**src/rtl/pend_pkg.sv**
```systemverilog
// Package: shared constants and the implemented-bit mask function for the
// pending bank. Assumes a bank width of 32 interrupts.
package pend_pkg;
    localparam int BANK_W = 32;

    // Returns a mask with a 1 for each bank bit that maps to a real interrupt.
    function automatic logic [BANK_W-1:0] impl_mask(input int base_id,
                                                    input int num_impl,
                                                    input int sgi_limit);
        logic [BANK_W-1:0] m;
        for (int n = 0; n < BANK_W; n++) begin
            m[n] = ((base_id + n) >= sgi_limit) && ((base_id + n) < num_impl);
        end
        return m;
    endfunction
endpackage

```
**src/rtl/pend_edge_det.sv**
```systemverilog
// Module: registers the input lines and flags rising transitions.
// Assumes the lines are already synchronous to clk.
module pend_edge_det #(
    parameter int W = 32
) (
    input  logic         clk,
    input  logic         rst_n,
    input  logic [W-1:0] line_i,
    output logic [W-1:0] line_q_o,
    output logic [W-1:0] rise_o
);
    logic [W-1:0] line_q;

    // Hold the previous-cycle line value.
    always_ff @(posedge clk) begin
        if (!rst_n) line_q <= '0;
        else        line_q <= line_i;
    end

    // A rising transition is high now and low one cycle earlier.
    always_comb rise_o = line_i & ~line_q;

    assign line_q_o = line_q;
endmodule

```
**src/rtl/pend_cell.sv**
```systemverilog
// Module: pending latch for one implemented interrupt. Restore has the
// highest priority, then set, then clear. The visible pending value ORs
// in the live line when the bit is level triggered.
module pend_cell (
    input  logic clk,
    input  logic rst_n,
    input  logic edge_mode,
    input  logic line,
    input  logic line_prev,
    input  logic rise,
    input  logic set_req,
    input  logic clr_req,
    input  logic restore_we,
    input  logic restore_bit,
    output logic latch_o,
    output logic pend_o
);
    logic latch_q;
    logic set_any;

    // Combine a software set with a detected edge on an edge-type bit.
    always_comb set_any = set_req | (edge_mode & rise);

    // Update the latch from restore, set or clear.
    always_ff @(posedge clk) begin
        if (!rst_n)          latch_q <= 1'b0;
        else if (restore_we) latch_q <= restore_bit;
        else if (set_any)    latch_q <= 1'b1;
        else if (clr_req)    latch_q <= 1'b0;
    end

    // Visible value: latch, plus the line level for level-type bits.
    always_comb pend_o = latch_q | (~edge_mode & line);

    assign latch_o = latch_q;

    assert_edge_sets_R2: assert property (@(posedge clk) disable iff (!rst_n)
        (edge_mode && line && !line_prev && !restore_we) |=> latch_q);

    assert_set_wins_R7: assert property (@(posedge clk) disable iff (!rst_n)
        (set_req && clr_req && !restore_we) |=> latch_q);

    assert_clear_R3: assert property (@(posedge clk) disable iff (!rst_n)
        (clr_req && !set_req && !(edge_mode && rise) && !restore_we) |=> !latch_q);

    assert_restore_R8: assert property (@(posedge clk) disable iff (!rst_n)
        restore_we |=> (latch_q == $past(restore_bit)));

    assert_hold_R3: assert property (@(posedge clk) disable iff (!rst_n)
        (!set_req && !clr_req && !restore_we && !(edge_mode && line && !line_prev))
        |=> $stable(latch_q));
endmodule

```
**src/rtl/pend_bank.sv**
```systemverilog
// Module: pending state for 32 interrupts starting at BASE_ID. Bits outside
// the implemented range are tied to zero. Assumes BASE_ID is a multiple
// of 32 and that all inputs are synchronous to clk.
module pend_bank #(
    parameter int BASE_ID   = 0,
    parameter int NUM_IMPL  = 28,
    parameter int SGI_LIMIT = 16
) (
    input  logic        clk,
    input  logic        rst_n,
    input  logic [31:0] line_i,
    input  logic [31:0] trig_edge_i,
    input  logic        set_we_i,
    input  logic [31:0] set_mask_i,
    input  logic        clr_we_i,
    input  logic [31:0] clr_mask_i,
    input  logic [31:0] activate_i,
    input  logic        restore_we_i,
    input  logic [31:0] restore_val_i,
    output logic [31:0] pend_rd_o,
    output logic [31:0] latch_o,
    output logic [31:0] level_snap_o
);
    import pend_pkg::*;

    localparam logic [BANK_W-1:0] VALID = impl_mask(BASE_ID, NUM_IMPL, SGI_LIMIT);

    logic [BANK_W-1:0] line_q, rise;
    logic [BANK_W-1:0] set_req, clr_req;

    initial begin
        if (BASE_ID % BANK_W != 0) $error("BASE_ID must be a multiple of 32");
    end

    pend_edge_det #(.W(BANK_W)) u_edge (
        .clk      (clk),
        .rst_n    (rst_n),
        .line_i   (line_i),
        .line_q_o (line_q),
        .rise_o   (rise)
    );

    // Expand write strobes into per-bit set and clear requests.
    always_comb begin
        set_req = set_mask_i & {BANK_W{set_we_i}};
        clr_req = (clr_mask_i & {BANK_W{clr_we_i}}) | activate_i;
    end

    // Level snapshot, limited to implemented bits.
    always_comb level_snap_o = line_i & VALID;

    for (genvar n = 0; n < BANK_W; n++) begin : g_bit
        if (VALID[n]) begin : g_impl
            pend_cell u_cell (
                .clk         (clk),
                .rst_n       (rst_n),
                .edge_mode   (trig_edge_i[n]),
                .line        (line_i[n]),
                .line_prev   (line_q[n]),
                .rise        (rise[n]),
                .set_req     (set_req[n]),
                .clr_req     (clr_req[n]),
                .restore_we  (restore_we_i),
                .restore_bit (restore_val_i[n]),
                .latch_o     (latch_o[n]),
                .pend_o      (pend_rd_o[n])
            );
        end else begin : g_absent
            assign latch_o[n]   = 1'b0;
            assign pend_rd_o[n] = 1'b0;
        end
    end

    assert_edge_visible_R8: assert property (@(posedge clk) disable iff (!rst_n)
        ((pend_rd_o ^ latch_o) & trig_edge_i) == '0);

    assert_latch_in_pend_R5: assert property (@(posedge clk) disable iff (!rst_n)
        (latch_o & ~pend_rd_o) == '0);
endmodule

```
**config.mk**
```make
export PLATFORM = sky130hd
export DESIGN_NAME = pend_bank
export DESIGN_NICKNAME = d
export VERILOG_FILES = /design/src/rtl/pend_pkg.sv /design/src/rtl/pend_edge_det.sv /design/src/rtl/pend_cell.sv /design/src/rtl/pend_bank.sv
export SDC_FILE = /design/constraint.sdc
export NUM_CORES = 1
export LEC_CHECK = 0
export BUFFER_PORTS_ARGS = -buffer_cell sky130_fd_sc_hd__buf_2
export CAP_MARGIN = 20
export CORE_AREA = 5 5 112 114
export CTS_CLUSTER_SIZE = 14
export DETAILED_ROUTE_END_ITERATION = 12
export DIE_AREA = 0 0 117 119
export HOLD_SLACK_MARGIN = 0.12
export PLACE_DENSITY = 0.53
export SYNTH_ARGS = -nofsm -noshare
export SYNTH_HDL_FRONTEND = slang
export SYNTH_SLANG_ARGS = --single-unit
```
**constraint.sdc**
```tcl
create_clock -name clk -period 0.8 [get_ports clk]
set_input_delay 0.04 -clock clk [delete_from_list [all_inputs] [get_ports clk]]
set_output_delay 0.04 -clock clk [all_outputs]
set_load 0.02 [all_outputs]
```
==> results of run 1 <==
-- layout make-up --
cell class | count | area (sq um)
Clock buffer | 4 | 88.84
Fill cell | 1210 | 8304
Inverter | 16 | 60.06
Multi-Input combinational cell | 156 | 814.5
Sequential cell | 24 | 496.7
Tap cell | 143 | 178.9
Timing Repair Buffer | 173 | 1378
-- worst max-delay path, delay by kind of cell (launching register included) --
family / cells / cell delay (ns)
AOI/OAI and AO/OA: 1 / 0.17
DFF: 1 / 0.34
buffers and inverters: 1 / 0.13
-- registers in the layout, indices dropped and copies added, names as in the netlist --
register	count
g_bit.g_impl.u_cell.latch_o	12
u_edge.line_q_o	12
-- worst max path at each step --
| stage | from | to | slack, ns | cells after the start |
|---|---|---|---|---|
| CTS | g_bit[25].g_impl.u_cell.latch_o | pend_rd_o[25] | -0.14 | 2 |
| global route | g_bit[25].g_impl.u_cell.latch_o | pend_rd_o[25] | -0.17 | 2 |
| detailed placement | clr_we_i | g_bit[17].g_impl.u_cell.latch_o | -0.02 | 4 |
| finish | g_bit[26].g_impl.u_cell.latch_o | pend_rd_o[26] | -0.14 | 2 |
| global placement | clr_we_i | g_bit[17].g_impl.u_cell.latch_o | -0.05 | 4 |
| floorplan | u_edge.line_q_o[20] | g_bit[20].g_impl.u_cell.latch_o | 0.14 | 3 |
-- synth_stat cells --
cell	instances	area, sq um
a21o_1	12	90.09
nand3b_1	21	157.7
inv_2	1	3.750
inv_1	15	56.30
conb_1	1	3.750
o21ai_0	2	10.01
dfxtp_1	24	480.5
a31oi_1	15	93.84
clkbuf_4	1	7.510
and2_1	12	75.07
a21oi_1	9	45.04
nand2_1	15	56.30
clkbuf_2	1	5.000
o21ai_1	10	50.05
buf_6	3	33.78
buf_4	97	728.2
-- metrics by stage --
| step | power, mW | cell area, sq um | TNS [ns] | worst slack (ns) | cells |
|---|---|---|---|---|---|
| 2_1_floorplan | 2.423 | 2118 | 0 | 0.1412 | 298 |
| 3_3_place_gp | 2.449 | 2151 | -0.04775 | -0.04683 | 455 |
| 3_5_place_dp | 2.459 | 2151 | -0.09143 | -0.02208 | 455 |
| 4_1_cts | 4.131 | 2958 | -1.707 | -0.1380 | 519 |
| 5_1_grt | 4.367 | 3017 | -2.304 | -0.1718 | 516 |
| 6_report | 4.115 | 3017 | -1.794 | -0.1401 | 516 |
-- logic make-up (layout without fill, tap and decap cells) --
family	Yosys count	in the layout	share of synthesized area
compound gates	48	48	0.1524
buf+inv	118	193	0.4400
flops	24	24	0.2533
other cells	1	60	0.001977
simple gates	48	48	0.1524
-- power breakdown --
part | leakage (nW) | total [mW] | internal, mW | switching [mW]
Sequential | 0.203 | 1.34 | 1.28 | 0.0513
Combinational | 1.34 | 1.50 | 0.708 | 0.795
Clock | 0.0442 | 1.28 | 0.767 | 0.509
-- placed cells by master, fill, tap and decap left out, types with 6 or more instances in the layout --
| cell type | Yosys | routed |
|---|---|---|
| conb_1 | 1 | 60 |
| a31oi_1 | 15 | 15 |
| and2_1 | 12 | 12 |
| dlymetal6s4s_1 | 0 | 7 |
| buf_6 | 3 | 25 |
| a21o_1 | 12 | 12 |
| a21oi_1 | 9 | 6 |
| dfxtp_2 | 0 | 13 |
| o21ai_1 | 10 | 10 |
| nand3b_1 | 21 | 21 |
| inv_1 | 15 | 15 |
| nand2_1 | 15 | 15 |
| dfxtp_1 | 24 | 11 |
| buf_2 | 0 | 85 |
| dlygate4sd3_1 | 0 | 50 |
-- metal layers --
layer | up-vias | routed length, um | global-route usage
met4 | 0 | 57 | 0.01935
met1 | 861 | 2627 | 0.1072
li1 | 896 | - | -
met5 | - | 0 | 0
met3 | 2 | 659 | 0.01876
met2 | 95 | 3366 | 0.1611
-- repair_timing --
action | in CTS | in global routing
resized for setup | 48 | 23
hold buffers | 58 | 1
buffers inserted | 2 | 2
pin swaps | 0 | 13
endpoints found under the setup margin | 24 | 34
hold endpoints to repair | 24 | 5
==> results.sh, run 1 <==
export IMPL_status="finished, violations left"
export IMPL_failed_checks="negative setup slack"
export IMPL_min_delay_worst_endpoint="g_bit[24].g_impl.u_cell.latch_o"
export IMPL_maxCapViolCount=0
export IMPL_hold_viol_final=0
export IMPL_hp_class="in -> reg"
export IMPL_syn_avg_cell_area_sq_um=7.936
export IMPL_die_width_um=117
export IMPL_cellLeakagePower_nw=1.583
export IMPL_r2r_slack_ns=0.04
export IMPL_area_delta_synth_final_pct=59.04
export IMPL_clk_pin_slew_worst_paths_ns=0.07
export IMPL_cp_cell_sequence="a21o_1 -> buf_6"
export IMPL_grt_antenna_before_repair=0
export IMPL_wl_per_cell_um=13.00
export IMPL_drive_above_1_share=0.3673
export IMPL_gp_congestion=0.6713
export IMPL_period_needed_ns=0.9401
export IMPL_vias=1854
export IMPL_routed_via_density=3.593
export IMPL_boundaryPins=293
export IMPL_cp_required_ns=0.76
export IMPL_setup_viol=16
export IMPL_syn_area_sq_mm=0.001897
export IMPL_vdd_drop_max_mv=0.7684
export IMPL_rsz0062_at_grt="true"
export IMPL_diodes=0
export IMPL_clock_sinks=24
export IMPL_crit_type="reg -> out"
export IMPL_grt_max_degree=17
export IMPL_synth_seq_cells=24
export IMPL_final_antenna_net_count=0
export IMPL_crit_path_start_kind="register"
export IMPL_drt_iter0_drc=40
export IMPL_max_freq_mhz=1064
export IMPL_coreArea_sq_mm=0.01132
export IMPL_core_rowCount=39
export IMPL_cts_root_buf="clkbuf_16"
export IMPL_powerDensity_mw_per_mm2=1364
export IMPL_netlist_instances=239
export IMPL_ys_seq_area_frac=0.2533
export IMPL_yosys_warnings=0
export IMPL_whs_path_depth=3
export IMPL_holdWs_ns=0.04962
export IMPL_setup_slack_ns=-0.1401
export IMPL_htreeDepth=1
export IMPL_min_from="activate_i[24]"
export IMPL_floorplan_initialDensity=0.1676
export IMPL_clock_latency_ns=0.26
export IMPL_drt_pass1_iter_count=4
export IMPL_die_h_um=119
export IMPL_timing_final_crit_share=1.175
export IMPL_drc=0
export IMPL_r2r_start="g_bit[17].g_impl.u_cell.latch_o"
export IMPL_grt_pass1_wl_mm=9.687
export IMPL_nets=571
export IMPL_skew_ns=0.001445
export IMPL_dp_hpwl_mm=4.911
export IMPL_final_util=0.2665
export IMPL_reg2regPathDepth=3
export IMPL_overflow=0
export IMPL_worstPathMaxFanout=3
export IMPL_cts_buffer_depth=2
export IMPL_slew_viol_final=0
export IMPL_max_stage_delay_ns=0.34
export IMPL_io_buffers=112
export IMPL_r2r_end="g_bit[17].g_impl.u_cell.latch_o"
export IMPL_routed_wl_mm=6.710
export IMPL_end_kind="output port"
export IMPL_die_area_sq_mm=0.01392
export IMPL_grtUsageTotal=0.08922
export IMPL_ys_types=16
export IMPL_grt_pass1_vias=1879
export IMPL_cp_arrival_ns=0.90
export IMPL_cp_slowest_cell="dfxtp_2"
export IMPL_cts_tree="built"
export IMPL_cts_buffers=3
(Power assumes the default switching activity.)
==> inputs of run 2 (changes only) <==
ABC_AREA = 1   (was not set)
CORE_AREA = 5 5 109 111   (was 5 5 112 114)
DIE_AREA = 0 0 114 116   (was 0 0 117 119)
PLACE_DENSITY = 0.56   (was 0.53)
==> results.sh, run 2 <==
export IMPL_routed_via_density=3.567
export IMPL_setup_tns_ns=-2.788
export IMPL_cts_tree="built"
export IMPL_hp_class="in -> reg"
export IMPL_netlist_instances=299
export IMPL_htreeDepth=1
export IMPL_final_common_cell="buf_2"
export IMPL_setup_viol=24
export IMPL_diodes=0
export IMPL_failed_checks="negative setup slack"
export IMPL_holdWs_ns=0.07788
export IMPL_cts_buffer_depth=2
export IMPL_synth_seq_cells=24
export IMPL_r2r_slack_ns=0.02
export IMPL_die_width_um=114
export IMPL_coreArea_sq_mm=0.01070
export IMPL_dp_slack_ns=-0.02892
export IMPL_die_h_um=116
export IMPL_cellLeakagePower_nw=1.800
export IMPL_status="finished, violations left"
export IMPL_overflow=0
export IMPL_core_rowCount=38
export IMPL_crit_path_start_kind="register"
export IMPL_period_needed_ns=0.9731
export IMPL_clk_pin_slew_worst_paths_ns=0.10
export IMPL_final_antenna_net_count=0
export IMPL_clock_sinks=24
export IMPL_fill_cells=1161
export IMPL_max_freq_mhz=1028
export IMPL_drc=0
export IMPL_rsz0062_at_grt="true"
export IMPL_wl_per_cell_um=12.37
export IMPL_grt_pass1_wl_mm=9.825
export IMPL_gp_congestion=0.7507
export IMPL_syn_avg_cell_area_sq_um=6.817
export IMPL_yosys_area_top_type="buf_4"
export IMPL_skew_ns=0.001160
export IMPL_io_buffers=112
export IMPL_grt_max_degree=18
export IMPL_yosysMostFrequentCell="buf_4"
export IMPL_dp_cells=513
export IMPL_setup_slack_ns=-0.1731
export IMPL_finalNonFillerCells=575
export IMPL_most_common_layout_cells="81 x buf_2, 60 x conb_1, 47 x dlygate4sd3_1"
export IMPL_routed_wl_mm=7.111
export IMPL_drt_iter0_drc=65
export IMPL_area_delta_synth_final_pct=56.54
export IMPL_synthTopCellsByArea="buf_4 36%, dfxtp_1 24%, inv_1 8.5%"
export IMPL_synth_async_reset_ratio=0
export IMPL_r2r_end="g_bit[18].g_impl.u_cell.latch_o"
export IMPL_boundaryPins=293
export IMPL_ys_seq_area_frac=0.2357
export IMPL_drive_above_1_share=0.3724
export IMPL_vdd_drop_max_mv=0.7140
export IMPL_slew_viol_final=0
export IMPL_hold_viol_final=0
export IMPL_cts_buffers=3
export IMPL_synth_edf_count=0
export IMPL_maxCapViolCount=0
export IMPL_vias=2051
export IMPL_critPathLaunch="g_bit[27].g_impl.u_cell.latch_o"
export IMPL_end_kind="output port"
export IMPL_grtUsageTotal=0.09513
export IMPL_reg2regPathDepth=4
export IMPL_cts_root_buf="clkbuf_8"
export IMPL_cp_endpoint="pend_rd_o[27]"
export IMPL_clock_latency_ns=0.27
export IMPL_r2r_start="g_bit[18].g_impl.u_cell.latch_o"
export IMPL_crit_type="reg -> out"
export IMPL_grt_antenna_before_repair=1
export IMPL_worstPathMaxFanout=3
export IMPL_yosys_warnings=0
export IMPL_floorplan_initialDensity=0.1905
export IMPL_timing_final_crit_share=1.216
export IMPL_cp_arrival_ns=0.93
export IMPL_grt_pass1_vias=2012
export IMPL_syn_area_sq_mm=0.002038
export IMPL_yosysTopAreaCellShare=0.3610
export IMPL_drt_pass1_iter_count=4
export IMPL_ys_types=17
export IMPL_powerDensity_mw_per_mm2=1274
export IMPL_netlist_top_cells_count="98 x buf_4, 46 x inv_1, 46 x nand2_1"
export IMPL_die_area_sq_mm=0.01322
export IMPL_cp_required_ns=0.76
export IMPL_power_total_mw=4.064
export IMPL_dp_hpwl_mm=4.861
export IMPL_nets=633
export IMPL_dominantRegCellSynth="dfxtp_1"
run 2: cell types whose count changed in the layout (fill, tap and decap cells not counted), sizes merged, moves of 12 or more:
cell,previous run,this run
nand3,0,21
nand2,15,46
a21o,12,0
and2,12,0
nor2,0,24
nand3b,21,5
o21bai,0,12
inv,16,47
a31oi,15,0
run 2: final cells by class:
type	instances	area, sq um	share of cell area
clock inverter	1	30.03	0.009412
multi-input combinational	185	908.4	0.2847
tap	140	175.2	0.05490
timing repair buffer	175	1356	0.4251
inverter	47	183.9	0.05765
clock buffer	3	41.29	0.01294
sequential	24	495.5	0.1553
run 2: metrics by stage:
stage	util	cell area, sq um
6_report	0.2982	3191
5_1_grt	0.2982	3191
4_1_cts	0.2828	3025
3_5_place_dp	0.2120	2268
3_3_place_gp	0.2120	2268
2_1_floorplan	-	2260
run 2: what timing repair did:
item,4_1_cts,5_1_grt
pin swaps,0,18
resized for setup,46,36
hold endpoints to repair,24,3
buffers inserted,4,9
hold buffers,54,1
endpoints found under the setup margin,24,33
run 2: layer usage:
| metal | global-route usage | routed length [um] |
|---|---|---|
| met1 | 0.1041 | 2561 |
| met2 | 0.1862 | 3882 |
| met3 | 0.01619 | 592 |
| met4 | 0.02771 | 68 |
| met5 | 0 | 7 |
run 2: cell families (layout without fill, tap and decap cells):
logic type	after synthesis	count (layout)	share of synthesized area
DFF	24	24	0.2357
other	1	60	0.001840
and+or+nand+nor	96	96	0.2050
buffers and inverters	149	226	0.4715
AOI/OAI and AO/OA	29	29	0.08594
run 2: worst min-delay path by stage:
stage                   start                               to  slack [ns]  cells past startpoint
4_1_cts        set_mask_i[22]  g_bit[22].g_impl.u_cell.latch_o        0.06                      5
2_1_floorplan      line_i[16]              u_edge.line_q_o[16]        0.13                      2
3_5_place_dp       line_i[18]              u_edge.line_q_o[18]        0.27                      3
6_report       set_mask_i[22]  g_bit[22].g_impl.u_cell.latch_o        0.08                      5
5_1_grt        set_mask_i[20]  g_bit[20].g_impl.u_cell.latch_o        0.11                      5
3_3_place_gp       line_i[18]              u_edge.line_q_o[18]        0.26                      3
run 2: worst max-delay path, stage by stage, from the launching register on:
cell,delay (ns)
dfxtp_2,0.34
o21bai_1,0.16
buf_4,0.16
run 2: power breakdown:
group	total [mW]	internal, mW	leakage (nW)	switching [mW]
clock network	1.11	0.670	0.0357	0.438
logic	1.62	0.736	1.56	0.885
registers	1.34	1.28	0.203	0.0514
